[config.mk]
export PLATFORM = sky130hd
export DESIGN_NAME = isr_resend_ctrl
export DESIGN_NICKNAME = d
export VERILOG_FILES = /design/src/rtl/isr_pkg.sv /design/src/rtl/isr_num_dec.sv /design/src/rtl/isr_pick.sv /design/src/rtl/isr_flagvec.sv /design/src/rtl/isr_src_table.sv /design/src/rtl/isr_fsm.sv /design/src/rtl/isr_resend_ctrl.sv
export SDC_FILE = /design/constraint.sdc
export NUM_CORES = 1
export LEC_CHECK = 0
export BUFFER_PORTS_ARGS = -buffer_cell sky130_fd_sc_hd__buf_4
export CAP_MARGIN = 30
export CORE_AREA = 2 2 146 184
export DETAILED_ROUTE_END_ITERATION = 16
export DIE_AREA = 0 0 148 186
export PLACE_DENSITY = 0.88
export SYNTH_ARGS = -nofsm -noshare
export SYNTH_HDL_FRONTEND = slang
export SYNTH_SLANG_ARGS = --single-unit
export TNS_END_PERCENT = 100
[constraint.sdc]
create_clock -name clk -period 2.58 [get_ports clk]
set_input_delay 0.387 -clock clk [delete_from_list [all_inputs] [get_ports clk]]
set_output_delay 0.387 -clock clk [all_outputs]
set_load 0.02 [all_outputs]
[src/rtl/isr_pkg.sv]
package isr_pkg;

  typedef enum logic [1:0] {
    ST_IDLE,
    ST_ATT,
    ST_REQ,
    ST_RSP
  } isr_state_e;

endpackage

[src/rtl/isr_num_dec.sv]
module isr_num_dec #(
  parameter int NUM_W    = 24,
  parameter int N_SRC    = 16,
  parameter int SRC_BASE = 32,
  localparam int IDX_W   = $clog2(N_SRC)
) (
  input  logic [NUM_W-1:0] num,
  output logic             hit,
  output logic [IDX_W-1:0] idx
);

  localparam logic [NUM_W-1:0] LO = NUM_W'(SRC_BASE);
  localparam logic [NUM_W-1:0] HI = NUM_W'(SRC_BASE + N_SRC);

  always_comb begin
    hit = (num >= LO) && (num < HI);
    idx = IDX_W'(num - LO);
  end

endmodule

[src/rtl/isr_pick.sv]
module isr_pick #(
  parameter int N_SRC  = 16,
  localparam int IDX_W = $clog2(N_SRC)
) (
  input  logic             clk,
  input  logic             rst,
  input  logic [N_SRC-1:0] req,
  output logic             any,
  output logic [IDX_W-1:0] idx
);

  logic [N_SRC-1:0] below;
  logic [N_SRC-1:0] gnt;

  assign below[0] = 1'b0;
  genvar g;
  generate
    for (g = 1; g < N_SRC; g++) begin : g_chain
      assign below[g] = below[g-1] | req[g-1];
    end
  endgenerate

  assign gnt = req & ~below;
  assign any = |req;

  always_comb begin
    idx = '0;
    for (int i = 0; i < N_SRC; i++) begin
      if (gnt[i]) idx = idx | IDX_W'(i);
    end
  end

  // the chosen index is requesting and nothing below it is
  assert_lowest_first_R13: assert property (@(posedge clk) disable iff (rst)
    any |-> (req[idx] && ((req & ((N_SRC'(1) << idx) - N_SRC'(1))) == '0)));

endmodule

[src/rtl/isr_flagvec.sv]
module isr_flagvec #(
  parameter int W = 16
) (
  input  logic         clk,
  input  logic         rst,
  input  logic [W-1:0] set_v,
  input  logic [W-1:0] clr_v,
  output logic [W-1:0] q
);

  always_ff @(posedge clk) begin
    if (rst) q <= '0;
    else     q <= (q & ~clr_v) | set_v;
  end

  // a cleared flag with no competing set is low on the next cycle
  assert_clear_takes_R9: assert property (@(posedge clk) disable iff (rst)
    ((clr_v != '0) && (set_v == '0)) |=> ((q & $past(clr_v)) == '0));

endmodule

[src/rtl/isr_src_table.sv]
module isr_src_table #(
  parameter int N_SRC     = 16,
  parameter int PRIO_W    = 8,
  parameter int SRV_W     = 4,
  parameter int MASK_PRIO = 255,
  localparam int IDX_W    = $clog2(N_SRC)
) (
  input  logic              clk,
  input  logic              rst,
  input  logic              cfg_we,
  input  logic [IDX_W-1:0]  cfg_idx,
  input  logic [PRIO_W-1:0] cfg_prio,
  input  logic [SRV_W-1:0]  cfg_server,
  input  logic              lvl_we,
  input  logic [IDX_W-1:0]  lvl_idx,
  input  logic              lvl_on,
  input  logic [IDX_W-1:0]  rd_idx,
  output logic [PRIO_W-1:0] rd_prio,
  output logic [SRV_W-1:0]  rd_srv,
  output logic [N_SRC-1:0]  asserted
);

  logic [PRIO_W-1:0] prio_mem [N_SRC];
  logic [SRV_W-1:0]  srv_mem  [N_SRC];

  always_ff @(posedge clk) begin
    if (rst) begin
      for (int i = 0; i < N_SRC; i++) begin
        prio_mem[i] <= PRIO_W'(MASK_PRIO);
        srv_mem[i]  <= '0;
      end
    end else if (cfg_we) begin
      prio_mem[cfg_idx] <= cfg_prio;
      srv_mem[cfg_idx]  <= cfg_server;
    end
  end

  always_ff @(posedge clk) begin
    if (rst)         asserted <= '0;
    else if (lvl_we) asserted[lvl_idx] <= lvl_on;
  end

  assign rd_prio = prio_mem[rd_idx];
  assign rd_srv  = srv_mem[rd_idx];

endmodule

[src/rtl/isr_fsm.sv]
module isr_fsm
  import isr_pkg::*;
#(
  parameter int N_SRC     = 16,
  parameter int PRIO_W    = 8,
  parameter int SRV_W     = 4,
  parameter int NUM_W     = 24,
  parameter int SRC_BASE  = 32,
  parameter int IPI_NUM   = 2,
  parameter int MASK_PRIO = 255,
  parameter int PRES_ID   = 0,
  localparam int IDX_W    = $clog2(N_SRC)
) (
  input  logic              clk,
  input  logic              rst,
  input  logic              pick_any,
  input  logic [IDX_W-1:0]  pick_idx,
  output logic [IDX_W-1:0]  rd_idx,
  input  logic [PRIO_W-1:0] rd_prio,
  input  logic [SRV_W-1:0]  rd_srv,
  output logic              dlv_valid,
  input  logic              dlv_ready,
  output logic [NUM_W-1:0]  dlv_num,
  output logic [PRIO_W-1:0] dlv_prio,
  input  logic              rsp_valid,
  input  logic              rsp_ok,
  input  logic              rsp_need_resend,
  input  logic [NUM_W-1:0]  rsp_displaced,
  input  logic              disp_hit,
  input  logic [IDX_W-1:0]  disp_idx,
  output logic [N_SRC-1:0]  want_clr,
  output logic [N_SRC-1:0]  want_disp,
  output logic [N_SRC-1:0]  rs_clr,
  output logic [N_SRC-1:0]  rs_set,
  output logic [N_SRC-1:0]  mp_set,
  output logic              rmap_set
);

  isr_state_e       st;
  logic [IDX_W-1:0] cur;
  logic [N_SRC-1:0] cur_oh;
  logic             srv_ok;
  logic             masked;
  logic             refused;
  logic             disp_take;

  assign rd_idx  = cur;
  assign cur_oh  = N_SRC'(1) << cur;
  assign srv_ok  = (rd_srv == SRV_W'(PRES_ID));
  assign masked  = (rd_prio == PRIO_W'(MASK_PRIO));
  assign refused = (st == ST_RSP) && rsp_valid && !rsp_ok;
  assign disp_take = (st == ST_RSP) && rsp_valid && rsp_ok && disp_hit &&
                     (rsp_displaced != NUM_W'(IPI_NUM)) && (rsp_displaced != '0);

  always_comb begin
    want_clr  = (st == ST_IDLE && pick_any) ? (N_SRC'(1) << pick_idx) : '0;
    rs_clr    = (st == ST_ATT) ? cur_oh : '0;
    mp_set    = (st == ST_ATT && srv_ok && masked) ? cur_oh : '0;
    rs_set    = refused ? cur_oh : '0;
    want_disp = disp_take ? (N_SRC'(1) << disp_idx) : '0;
  end

  always_ff @(posedge clk) begin
    if (rst) begin
      st        <= ST_IDLE;
      cur       <= '0;
      dlv_valid <= 1'b0;
      dlv_num   <= '0;
      dlv_prio  <= '0;
      rmap_set  <= 1'b0;
    end else begin
      rmap_set <= 1'b0;
      case (st)
        ST_IDLE: begin
          if (pick_any) begin
            cur <= pick_idx;
            st  <= ST_ATT;
          end
        end
        ST_ATT: begin
          if (!srv_ok || masked) begin
            st <= ST_IDLE;
          end else begin
            dlv_valid <= 1'b1;
            dlv_num   <= NUM_W'(SRC_BASE) + NUM_W'(cur);
            dlv_prio  <= rd_prio;
            st        <= ST_REQ;
          end
        end
        ST_REQ: begin
          if (dlv_ready) begin
            dlv_valid <= 1'b0;
            st        <= ST_RSP;
          end
        end
        ST_RSP: begin
          if (rsp_valid) begin
            if (rsp_ok) begin
              st <= ST_IDLE;
            end else begin
              rmap_set <= 1'b1;
              st       <= rsp_need_resend ? ST_IDLE : ST_ATT;
            end
          end
        end
        default: st <= ST_IDLE;
      endcase
    end
  end

  // an offered request holds its content until taken
  assert_hold_offer_R12: assert property (@(posedge clk) disable iff (rst)
    (dlv_valid && !dlv_ready) |=> (dlv_valid && $stable(dlv_num) && $stable(dlv_prio)));

  // after a take, no new offer before a response is seen
  assert_one_outstanding_R12: assert property (@(posedge clk) disable iff (rst)
    (dlv_valid && dlv_ready) |=> !dlv_valid);

  // the resend-map strobe is one cycle wide and follows a refusal
  assert_rmap_pulse_R5: assert property (@(posedge clk) disable iff (rst)
    rmap_set |-> ($past(rsp_valid && !rsp_ok) && !$past(rmap_set)));

  // a masked priority is never offered
  assert_no_masked_offer_R3: assert property (@(posedge clk) disable iff (rst)
    dlv_valid |-> (dlv_prio != PRIO_W'(MASK_PRIO)));

endmodule

[src/rtl/isr_resend_ctrl.sv]
module isr_resend_ctrl #(
  parameter int N_SRC     = 16,
  parameter int PRIO_W    = 8,
  parameter int SRV_W     = 4,
  parameter int NUM_W     = 24,
  parameter int SRC_BASE  = 32,
  parameter int IPI_NUM   = 2,
  parameter int MASK_PRIO = 255,
  parameter int PRES_ID   = 0,
  localparam int IDX_W    = $clog2(N_SRC)
) (
  input  logic              clk,
  input  logic              rst,
  input  logic              cfg_we,
  input  logic [IDX_W-1:0]  cfg_idx,
  input  logic [PRIO_W-1:0] cfg_prio,
  input  logic [SRV_W-1:0]  cfg_server,
  input  logic              lvl_we,
  input  logic [IDX_W-1:0]  lvl_idx,
  input  logic              lvl_on,
  input  logic              rej_valid,
  input  logic [NUM_W-1:0]  rej_num,
  input  logic              eoi_valid,
  input  logic [NUM_W-1:0]  eoi_num,
  input  logic              scan_req,
  output logic              dlv_valid,
  input  logic              dlv_ready,
  output logic [NUM_W-1:0]  dlv_num,
  output logic [PRIO_W-1:0] dlv_prio,
  input  logic              rsp_valid,
  input  logic              rsp_ok,
  input  logic              rsp_need_resend,
  input  logic [NUM_W-1:0]  rsp_displaced,
  output logic              rmap_set
);

  logic [N_SRC-1:0]  asserted, rs_q, mp_q, want_q;
  logic [N_SRC-1:0]  want_clr, want_disp, want_evt;
  logic [N_SRC-1:0]  rs_clr, rs_set, mp_set, mp_clr;
  logic [IDX_W-1:0]  rd_idx, pick_idx;
  logic [PRIO_W-1:0] rd_prio;
  logic [SRV_W-1:0]  rd_srv;
  logic              pick_any;
  logic              rej_hit, eoi_hit, disp_hit;
  logic [IDX_W-1:0]  rej_idx, eoi_idx, disp_idx;

  isr_src_table #(
    .N_SRC(N_SRC), .PRIO_W(PRIO_W), .SRV_W(SRV_W), .MASK_PRIO(MASK_PRIO)
  ) u_table (
    .clk(clk), .rst(rst),
    .cfg_we(cfg_we), .cfg_idx(cfg_idx), .cfg_prio(cfg_prio), .cfg_server(cfg_server),
    .lvl_we(lvl_we), .lvl_idx(lvl_idx), .lvl_on(lvl_on),
    .rd_idx(rd_idx), .rd_prio(rd_prio), .rd_srv(rd_srv), .asserted(asserted)
  );

  isr_num_dec #(.NUM_W(NUM_W), .N_SRC(N_SRC), .SRC_BASE(SRC_BASE)) u_dec_rej (
    .num(rej_num), .hit(rej_hit), .idx(rej_idx));
  isr_num_dec #(.NUM_W(NUM_W), .N_SRC(N_SRC), .SRC_BASE(SRC_BASE)) u_dec_eoi (
    .num(eoi_num), .hit(eoi_hit), .idx(eoi_idx));
  isr_num_dec #(.NUM_W(NUM_W), .N_SRC(N_SRC), .SRC_BASE(SRC_BASE)) u_dec_disp (
    .num(rsp_displaced), .hit(disp_hit), .idx(disp_idx));

  // Event decode: which sources ask for an attempt this cycle
  always_comb begin
    want_evt = '0;
    mp_clr   = '0;
    if (lvl_we && lvl_on) want_evt[lvl_idx] = 1'b1;
    if (cfg_we && (cfg_prio != PRIO_W'(MASK_PRIO)) && mp_q[cfg_idx]) begin
      want_evt[cfg_idx] = 1'b1;
      mp_clr[cfg_idx]   = 1'b1;
    end
    if (rej_valid && rej_hit) want_evt[rej_idx] = 1'b1;
    if (eoi_valid && (eoi_num != NUM_W'(IPI_NUM)) && eoi_hit && asserted[eoi_idx])
      want_evt[eoi_idx] = 1'b1;
    if (scan_req) want_evt = want_evt | rs_q;
    want_evt = want_evt | want_disp;
  end

  isr_flagvec #(.W(N_SRC)) u_want (
    .clk(clk), .rst(rst), .set_v(want_evt), .clr_v(want_clr), .q(want_q));
  isr_flagvec #(.W(N_SRC)) u_resend (
    .clk(clk), .rst(rst), .set_v(rs_set), .clr_v(rs_clr), .q(rs_q));
  isr_flagvec #(.W(N_SRC)) u_mpend (
    .clk(clk), .rst(rst), .set_v(mp_set), .clr_v(mp_clr), .q(mp_q));

  isr_pick #(.N_SRC(N_SRC)) u_pick (
    .clk(clk), .rst(rst), .req(want_q), .any(pick_any), .idx(pick_idx));

  isr_fsm #(
    .N_SRC(N_SRC), .PRIO_W(PRIO_W), .SRV_W(SRV_W), .NUM_W(NUM_W),
    .SRC_BASE(SRC_BASE), .IPI_NUM(IPI_NUM), .MASK_PRIO(MASK_PRIO), .PRES_ID(PRES_ID)
  ) u_fsm (
    .clk(clk), .rst(rst),
    .pick_any(pick_any), .pick_idx(pick_idx),
    .rd_idx(rd_idx), .rd_prio(rd_prio), .rd_srv(rd_srv),
    .dlv_valid(dlv_valid), .dlv_ready(dlv_ready), .dlv_num(dlv_num), .dlv_prio(dlv_prio),
    .rsp_valid(rsp_valid), .rsp_ok(rsp_ok), .rsp_need_resend(rsp_need_resend),
    .rsp_displaced(rsp_displaced), .disp_hit(disp_hit), .disp_idx(disp_idx),
    .want_clr(want_clr), .want_disp(want_disp),
    .rs_clr(rs_clr), .rs_set(rs_set), .mp_set(mp_set), .rmap_set(rmap_set)
  );

  // an unmask with a parked event always raises a wait bit
  assert_unmask_wakes_R4: assert property (@(posedge clk) disable iff (rst)
    (cfg_we && (cfg_prio != PRIO_W'(MASK_PRIO)) && mp_q[cfg_idx]) |=> want_q[$past(cfg_idx)]);

endmodule

; Word level (Yosys, flattened, before mapping)
; Memory sizes are Yosys's and may differ from the RTL's. A register that Yosys moved wholly into a read port is not among the register bits.
; Cells that the tools add are included.
[op_classes]
addsub = 4
mul = 0
div = 0
n_lt_le_gt_ge = 14
n_eq_ne = 11
shift = 3
n_mux = 65
bitwise_logic = 33
n_reduce_logical = 38
[ops]
columns = op, count
row1 = 2-to-1 mux 16 bit, 11
row2 = bitwise OR 16 bit, 8
row3 = "greater-or-equal comparator 24 x 6 -> 1 bit, second input constant", 3
row4 = "less-than comparator 24 x 6 -> 1 bit, second input constant", 3
row5 = AND 16 bit, 4
row6 = NOT 16 bit, 4
row7 = 2-to-1 mux 4 bit, 15
row8 = "inequality test 24 x 2 -> 1 bit, second input constant", 2
row9 = "<< shifter 1 x 4 -> 16 bit, first input constant", 3
row10 = nonzero test 24 bit, 1
row11 = logical AND 1 bit, 23
row12 = "less-than comparator 4 x 5 -> 1 bit, second input constant", 4
row13 = 2-to-1 mux 1 bit, 18
row14 = bitwise mux 16 bit, 1
row15 = demux 1 bit (select 4 bit), 4
row16 = "greater-or-equal comparator 4 x 1 -> 1 bit, second input constant", 4
row17 = OR reduction 16 bit, 1
row18 = 2-to-1 mux 2 bit, 7
row19 = bitwise OR 1 bit, 14
row20 = 2-to-1 mux 3 bit, 4
row21 = "subtractor 4 x 1 -> 4 bit, second input constant", 3
row22 = binary-select mux 1 bit (select 4 bit), 2
row23 = "equality test 8 bit, second input constant", 1
row24 = 2-to-1 mux 8 bit, 1
row25 = 19 further kinds, 27
[totals]
regBits = 104
latch_bits = 0
mem_bits_rw = 192
romBits = 0
out_inout_bits = 34
wordCells = 180
mem_count = 2
[memory_table]
columns = memory, depth, word_bits, read_ports, rd_clocked_by_memory_dff, wr, line_no
row1 = u_table.prio_mem, 16, 8, 1, 1, 16, isr_src_table.sv:23  ; logic [PRIO_W-1:0] prio_mem [N_SRC];
row2 = u_table.srv_mem, 16, 4, 1, 1, 16, isr_src_table.sv:24  ; logic [SRV_W-1:0] srv_mem [N_SRC];

; Logic depth before layout (Yosys ltp)
; Gate-level depths: netlist of the first run.
[depth]
depth_word = 36
depth_mapped = 12
mapped_depth_nobuf = 7

; Cells and area by module
; Synthesis of the first run repeated with hierarchy kept, for this count alone.
[hier_totals]
cells_unflattened = 1347
area_unflattened_um2 = 14675.3
[by_module_without_submodules]
columns = module, instances, cells_per_inst, area_each_um2, seq_area_each_um2
row1 = isr_src_table, 1, 651, 9521.6, 6085.8
row2 = isr_flagvec, 3, 66, 629.4, 320.3
row3 = isr_fsm, 1, 263, 1680.4, 420.4
row4 = isr_resend_ctrl, 1, 166, 1084.8, 0.0
row5 = isr_num_dec, 3, 12, 95.1, 0.0
row6 = isr_pick, 1, 33, 215.2, 0.0

; Least setup slack after synthesis of the first run
; OpenSTA, ideal clock, no wires.
[synth_timing]
path_type = register -> register
startpoint = register (tool-made name)
endpoint = register u_mpend.q[0]
setup_ns = 0.068
arrival_ns = 2.401
required_ns = 2.512
slack_ns = 0.110
stages_incl_launch_ff = 13
synth_period_minus_slack_ns = 2.470
path_cell_list = dfxtp_1 buf_6 buf_12 buf_12 mux2i_1 a221o_1 o22a_1 a21oi_2 nand4_4 or3_1 buf_6 buf_12 o21bai_4
[synth_lines]
columns = item, line_no
row1 = to (signal assigned), isr_flagvec.sv:13  ; else q <= (q & ~clr_v) | set_v;
row2 = to (decl), isr_flagvec.sv:8  ; output logic [W-1:0] q

==> flow_summary_export.csv, run 1 <==
group,metric,value,unit
outcome,status,"finished, final reports clean",
synth,async_flop_share,0,%
grt,antenna_found_initial,0,
clocking,clk_latency,0.55,ns
critical_path,cpLargestDelayFamily,"simple AND/OR/NAND/NOR gates",
die,num_rows,66,
synth,synth-xor-area-share,0,%
sta,rsz0062_at_grt,"yes",
synth,postSynthCellCount,1214,
sta,slew_viol_final,0,
route,via_per_inst,6.53,
synth,synth_fa_ha_area_share,0,%
cells_and_area,drive_gt1_share,23.8,%
critical_path,crit_chain,"buf_12 > mux4_2 > a22o_4 > a221oi_4 > nor4_4 > buf_4 > and4_4 > or3_4 > o21ai_2",
synth,ys_ff_latch,281,
power_and_ir_drop,switching_share,29.5,%
die,ios,138,
worst_hold_path,hp-class,"in2reg",
power_and_ir_drop,pwr_density_cell,781,nW/um2
synth,yosys_most_used_dff,"edfxtp_1",
synth,yosysSeqAreaShare,54.9,%
die,design.die.area,27500,um2
cells_and_area,fillCellCount,1903,
power_and_ir_drop,power_frac_comb,26.0,%
power_and_ir_drop,pwr-share-seq,41.7,%
sta,min_period,2.57,ns
cells_and_area,num_antenna_cells,0,
clocking,htree_levels,1,
clocking,cts_made_buffers,28,
place,io_buffers,118,
synth,synth_top_family_by_area,"simple AND/OR/NAND/NOR gates",
route,ant_nets,0,
clocking,root_buffer,"clkbuf_16",
cells_and_area,nets,1455,
critical_path,worstSetupEndpointType,"flop",
synth,synth_largest_area_cell,"edfxtp_1",
sta,hold_violations,0,
power_and_ir_drop,clkPwrFrac,32.3,%
sta,finalSetupViolations,0,
sta,finClkSkew,0.00723,ns
route,drt_iter0_drc,1489,
cells_and_area,final_cell_mix,"buf_4, edfxtp_1, or3_1",
grt,grt_pass1_wl,60900,um
power_and_ir_drop,vdd_drop_max,457,uV
clocking,cts_tree,"done",
route,wl,41000,um
synth,synth_area,13700,um2
route,vias,11200,
synth,synthTopCellsByArea,"edfxtp_1, dfxtp_1, or3_1, mux4_2, and3_1",
synth,synth_top_area_share,42.0,%
synth,syn_area_per_cell,11.3,um2
cells_and_area,area_growth,19.0,%
flow_run,maxCapViolations,0,
grt,grt_overflow,0,
sta,max_freq,389,MHz
die,placeableCoreArea,25800,um2
critical_path,cpPeakStageDelay,0.54,ns
place,dp_hpwl,27700,um
grt,grt_start_max_net_pins,96,
die,start_util,53.3,%
synth,synth_compound_area_share,10.6,%
power_and_ir_drop,leakage,5.78,nW
critical_path,cp_data_required_time,3.06,ns
critical_path,critPathKind,"reg2reg",
die,die_h,186,um
clocking,cts_buffer_depth,3,
power_and_ir_drop,p_switching,3.77,mW
clocking,cts.reportedPaths.clkPinSlew,0.06,ns
critical_path,timing.critical_path.buf_inv,2,
route,wire_per_inst,23.9,um
critical_path,critPathMaxFanout,8,
route,first_pass_iters,5,
synth,ys_types,69,
synth,synth.area.mux_share,7.65,%
synth,yosys_warnings,0,
clocking,clock-sinks,281,
cells_and_area,final_cell_area,16300,um2
sta,tightestPinTransition,0.777,ns
cells_and_area,final_cells,1713,
critical_path,startpoint_type,"flop",
critical_path,arrival,3.05,ns
sta,slew_headroom,48.0,%
grt,grtUsageTotal,29.0,%
die,die_w,148,um
synth,synth_edf_count,192,
synth,synth_simple_gate_area_share,22.2,%
route,drc,0,
grt,grt_pass1_vias,10900,
power_and_ir_drop,p_int,8.99,mW
sta,period_share,99.6,%
place,place_congestion,0.935,
place,placed_area,15100,um2
critical_path,critPathSlowestCell,"mux4_2",
cells_and_area,fin_util,63.5,%
place,dp_cells,1649,
==> worst reg2reg max path, delay by kind of cell (launching register included) <==
kind,cells,cell delay (ns)
buffers and inverters,2,0.30
flip-flops,1,0.39
multiplexers,1,0.54
AO/OA/AOI/OAI,3,0.61
AND/OR/NAND/NOR,3,0.65
==> state kept, by name, summed over array words and instances (netlist names), named ones only <==
register,flops
u_resend.q,16
u_fsm.rmap_set,1
u_fsm.st,1
u_fsm.dlv_num,5
u_want.q,16
u_table.srv_mem,64
u_table.asserted,16
u_mpend.q,16
u_table.prio_mem,128
u_fsm.rd_idx,4
u_fsm.dlv_prio,8
u_fsm.dlv_valid,1
==> metal layers <==
layer  part of all wire [%]  GRT usage, %
met1                     33          32.9
met3                    9.3          5.10
met5                      0             0
met2                     51          50.9
met4                    7.3          17.7
==> timing repair <==
action	CTS	global route
hold buffers	0	0
setup endpoints to repair	27	21
gates resized for setup	26	13
pin swaps	2	9
setup buffers	3	9
==> power groups by stage <==
| stage | clock, mW | sequential (mW) | combinational, mW |
|---|---|---|---|
| detailed placement | 0 | 5.38 | 2.75 |
| floorplan | 0 | 5.27 | 1.81 |
| CTS | 4.14 | 5.30 | 3.09 |
| global route | 4.30 | 5.33 | 3.46 |
| finish | 4.12 | 5.32 | 3.32 |
| global placement | 0 | 5.36 | 2.67 |
==> synthesized netlist by cell type (all sizes together) (3+ instances only) <==
master,count
edfxtp,192
or3,103
dfxtp,89
clkbuf,78
nand2,71
a21oi,63
o21ai,61
nor2,55
and3,52
nand2b,49
nand3,44
mux4,37
nor4,34
buf,32
and2,24
nor2b,22
nor3,22
nand3b,18
a31oi,14
inv,14
a221oi,13
mux2i,12
nand4,11
or4,11
or2,10
a21o,9
o21bai,7
a222oi,6
a211oi,5
a22o,5
mux2,5
a22oi,4
nor4b,4
o211ai,4
a221o,3
a41oi,3
nor3b,3
o22a,3
o41ai,3
==> through the flow <==
stage	total power, mW	TNS [ns]	hold WS, ns	worst slack, ns
global route	13.1	-0.307	0.0354	-0.0548
CTS	12.5	0	0.0314	0.00578
global placement	8.04	-2.60	0.458	-0.171
detailed placement	8.13	-3.86	0.461	-0.252
floorplan	7.08	0	0.449	0.110
finish	12.8	0	0.0412	0.0103
==> cells by family after synthesis <==
family	Yosys count
AND/OR/NAND/NOR	537
buffers and inverters	124
other	1
flip-flops	281
multiplexers	54
AO/OA/AOI/OAI	217
==> worst paths after layout <==
kind	cells past startpoint	endpoint	from	slack (ns)
hold reg to reg	2	u_table.asserted[9]	u_table.asserted[9]	0.47
setup reg to reg	9	u_fsm.dlv_num[5]	flop	0.01
hold / removal	2	u_fsm.rmap_set	rsp_ok	0.04
setup / recovery	9	u_fsm.dlv_num[5]	flop	0.01
==> area by class of cell <==
type                            count  area (um2)  share of cell area [%]
Timing Repair Buffer              199        1580                    9.67
Multi-Input combinational cell    827        5800                    35.5
Inverter                           14        52.6                   0.321
Sequential cell                   281        7550                    46.2
Clock buffer                       37         786                    4.81
Tap cell                          340         425                    2.60
Clock inverter                     15         149                   0.911
No activity file was read; power rests on OpenSTA's default activity.
==> run 2, diff against run 1 <==
Settings changed: ABC_AREA set to 1, CORE_AREA 2 2 146 184 to 2 2 148 187, DIE_AREA 0 0 148 186 to 0 0 150 189.
==> run 2 against run 1 <==
Against the previous run: worst setup slack gained 0.20 ns; non-clock buffer count shrank 32; core utilization shrank 1.7 points; first-iteration DRC count shrank 14%; critical endpoint is now u_fsm.dlv_prio[1].
==> flow_summary_export.csv, run 2 <==
group,metric,value,unit
outcome,status,"finished, final reports clean",
sta,slew_viol_final,0,
cells_and_area,fin_util,61.8,%
clocking,cts_hold_buffers,0,
grt,grt_pass1_vias,12600,
grt,grt_pass1_wl,62400,um
worst_hold_path,worstHoldPathCells,4,
synth,synth_compound_area_share,5.69,%
place,io_buffers,118,
synth,postSynthCellCount,1795,
clocking,cts.reportedPaths.clkPinSlew,0.06,ns
cells_and_area,nets,2020,
cells_and_area,drive_gt1_share,11.4,%
critical_path,crit_chain,"inv_2 > buf_4 > nand3_1 > nand3_1 > nand3_1 > nand2_1 > nand2_1 > nor2_4 > nand2_2 > a21oi_1 > nor2_1",
critical_path,cpPeakStageDelay,0.34,ns
cells_and_area,largest_register_ffs,128,
route,vias,12900,
grt,antenna_found_initial,0,
synth,synth_edf_count,192,
sta,worst_slack,0.213,ns
route,drt_iter0_drc,1280,
synth,synth.area.mux_share,0,%
place,dp_cells,2231,
power_and_ir_drop,vdd_drop_max,488,uV
power_and_ir_drop,pwr_density_cell,696,nW/um2
worst_hold_path,hp-class,"in2reg",
critical_path,cp_data_required_time,3.01,ns
die,num_rows,67,
route,via_per_inst,5.65,
critical_path,critPathSlowestCell,"buf_4",
critical_path,startpoint_type,"flop",
grt,grtUsageTotal,28.4,%
synth,synth_top_family_by_area,"simple AND/OR/NAND/NOR gates",
grt,grt_overflow,0,
cells_and_area,top_regs,"u_table.prio_mem x128, u_table.srv_mem x64",
die,placeableCoreArea,26500,um2
power_and_ir_drop,p_total,11.4,mW
place,dp_slack,0.230,ns
cells_and_area,mostFrequentLayoutCell,"nand2_1",
cells_and_area,fillCellCount,2290,
route,first_pass_iters,6,
synth,syn_area_per_cell,7.89,um2
sta,finalSetupViolations,0,
cells_and_area,multi_input_area,5380,um2
critical_path,critPathKind,"reg2reg",
synth,synth_fa_ha_area_share,0,%
cells_and_area,final_cell_mix,"nand2_1, nor2_1, inv_1",
critical_path,rr_worst_depth,11,
clocking,root_buffer,"clkbuf_16",
clocking,clock-sinks,281,
synth,ys_types,36,
die,ios,138,
synth,yosys_most_used_dff,"edfxtp_1",
sta,hold_violations,0,
sta,rsz0062_at_grt,"no",
clocking,cts_resized,0,
synth,synth_area,14200,um2
synth,synth_top_area_share,40.7,%
grt,grt_start_max_net_pins,53,
sta,min_period,2.37,ns
critical_path,critPathMaxFanout,23,
critical_path,worstSetupEndpointType,"flop",
cells_and_area,num_antenna_cells,0,
cells_and_area,seqCellArea,7550,um2
sta,max_freq,423,MHz
clocking,htree_levels,1,
clocking,cts_buffer_depth,3,
power_and_ir_drop,leakage,6.88,nW
route,drc,0,
critical_path,arrival,2.80,ns
die,design.die.area,28400,um2
synth,yosys-top-cells-count,"nand2_1, nor2_1, inv_1",
synth,synth-xor-area-share,0,%
clocking,clk_latency,0.54,ns
clocking,cts_tree,"done",
sta,finClkSkew,0.0104,ns
cells_and_area,largest-register,"u_table.prio_mem",
synth,async_flop_share,0,%
synth,yosysSeqAreaShare,53.3,%
die,die_w,150,um
flow_run,maxCapViolations,0,
worst_hold_path,min_from,"dlv_ready",
clocking,cts_made_buffers,28,
place,place_congestion,0.948,
cells_and_area,final_cells,2283,
synth,ys_ff_latch,281,
route,ant_nets,0,
cells_and_area,area_growth,15.6,%
sta,setup_tns,0,ns
route,wire_per_inst,17.8,um
sta,tightestPinTransition,0.954,ns
clocking,cts_setup_buffers,0,
route,wl,40600,um
critical_path,cpMostUsedCell,"nand3_1",
die,start_util,53.4,%
place,dp_hpwl,29200,um
synth,synth_simple_gate_area_share,31.8,%
synth,yosys_warnings,0,
synth,yosysMostFrequentCell,"nand2_1",
die,die_h,189,um
synth,synth_largest_area_cell,"edfxtp_1",
synth,synthTopCellsByArea,"edfxtp_1, nand2_1, dfxtp_1, nor2_1, nand3_1",
sta,slew_headroom,36.3,%
sta,period_share,91.7,%
[run 2: report_power, final]
part | total [mW] | switching [mW] | internal (mW)
clock network | 4.09 | 1.69 | 2.40
registers | 5.20 | 0.139 | 5.06
logic | 2.10 | 1.45 | 0.650
[run 2: per-layer routing]
layer / GRT usage (%) / wire [um] / vias to the layer above
li1: - / - / 6071
met1: 30.5 / 13700 / 5947
met2: 51.6 / 20900 / 684
met3: 3.69 / 3030 / 187
met4: 18.5 / 3020 / 0
met5: 0 / 0 / -
[run 2: worst max-delay path, delay by kind of cell (launching register included)]
family                 cells  cell delay (ns)
flip-flops                 1             0.32
AO/OA/AOI/OAI              1             0.25
buffers and inverters      2             0.60
AND/OR/NAND/NOR            8             1.08
[run 2: area by class of cell]
cell class	instances	share of cell area [%]
clock buffer	41	5.00
clock inverter	11	0.673
inverter	208	4.77
multi-input combinational	1230	32.9
sequential	281	46.1
tap	345	2.64
timing repair buffer	167	7.91
[run 2: path summary, 6_finish.rpt]
check | to | slack [ns]
max | u_fsm.dlv_prio[1] | 0.21
min reg2reg | u_table.asserted[0] | 0.46
max reg2reg | u_fsm.dlv_prio[1] | 0.21
min | u_fsm.dlv_valid | 0.13
[run 2: cell families (layout without fill, tap and decap cells)]
kind of cell	count (synthesis)	count (layout)
AOI/OAI and AO/OA	136	136
buffers and inverters	302	427
DFF	281	281
other	1	19
and+or+nand+nor	1075	1075
[run 2: metrics by stage]
stage          hold slack [ns]  cell area [um2]
5_1_grt                  0.146            16400
6_report                 0.127            16400
4_1_cts                  0.124            16400
3_3_place_gp             0.448            15400
2_1_floorplan            0.439            14200
3_5_place_dp             0.453            15400
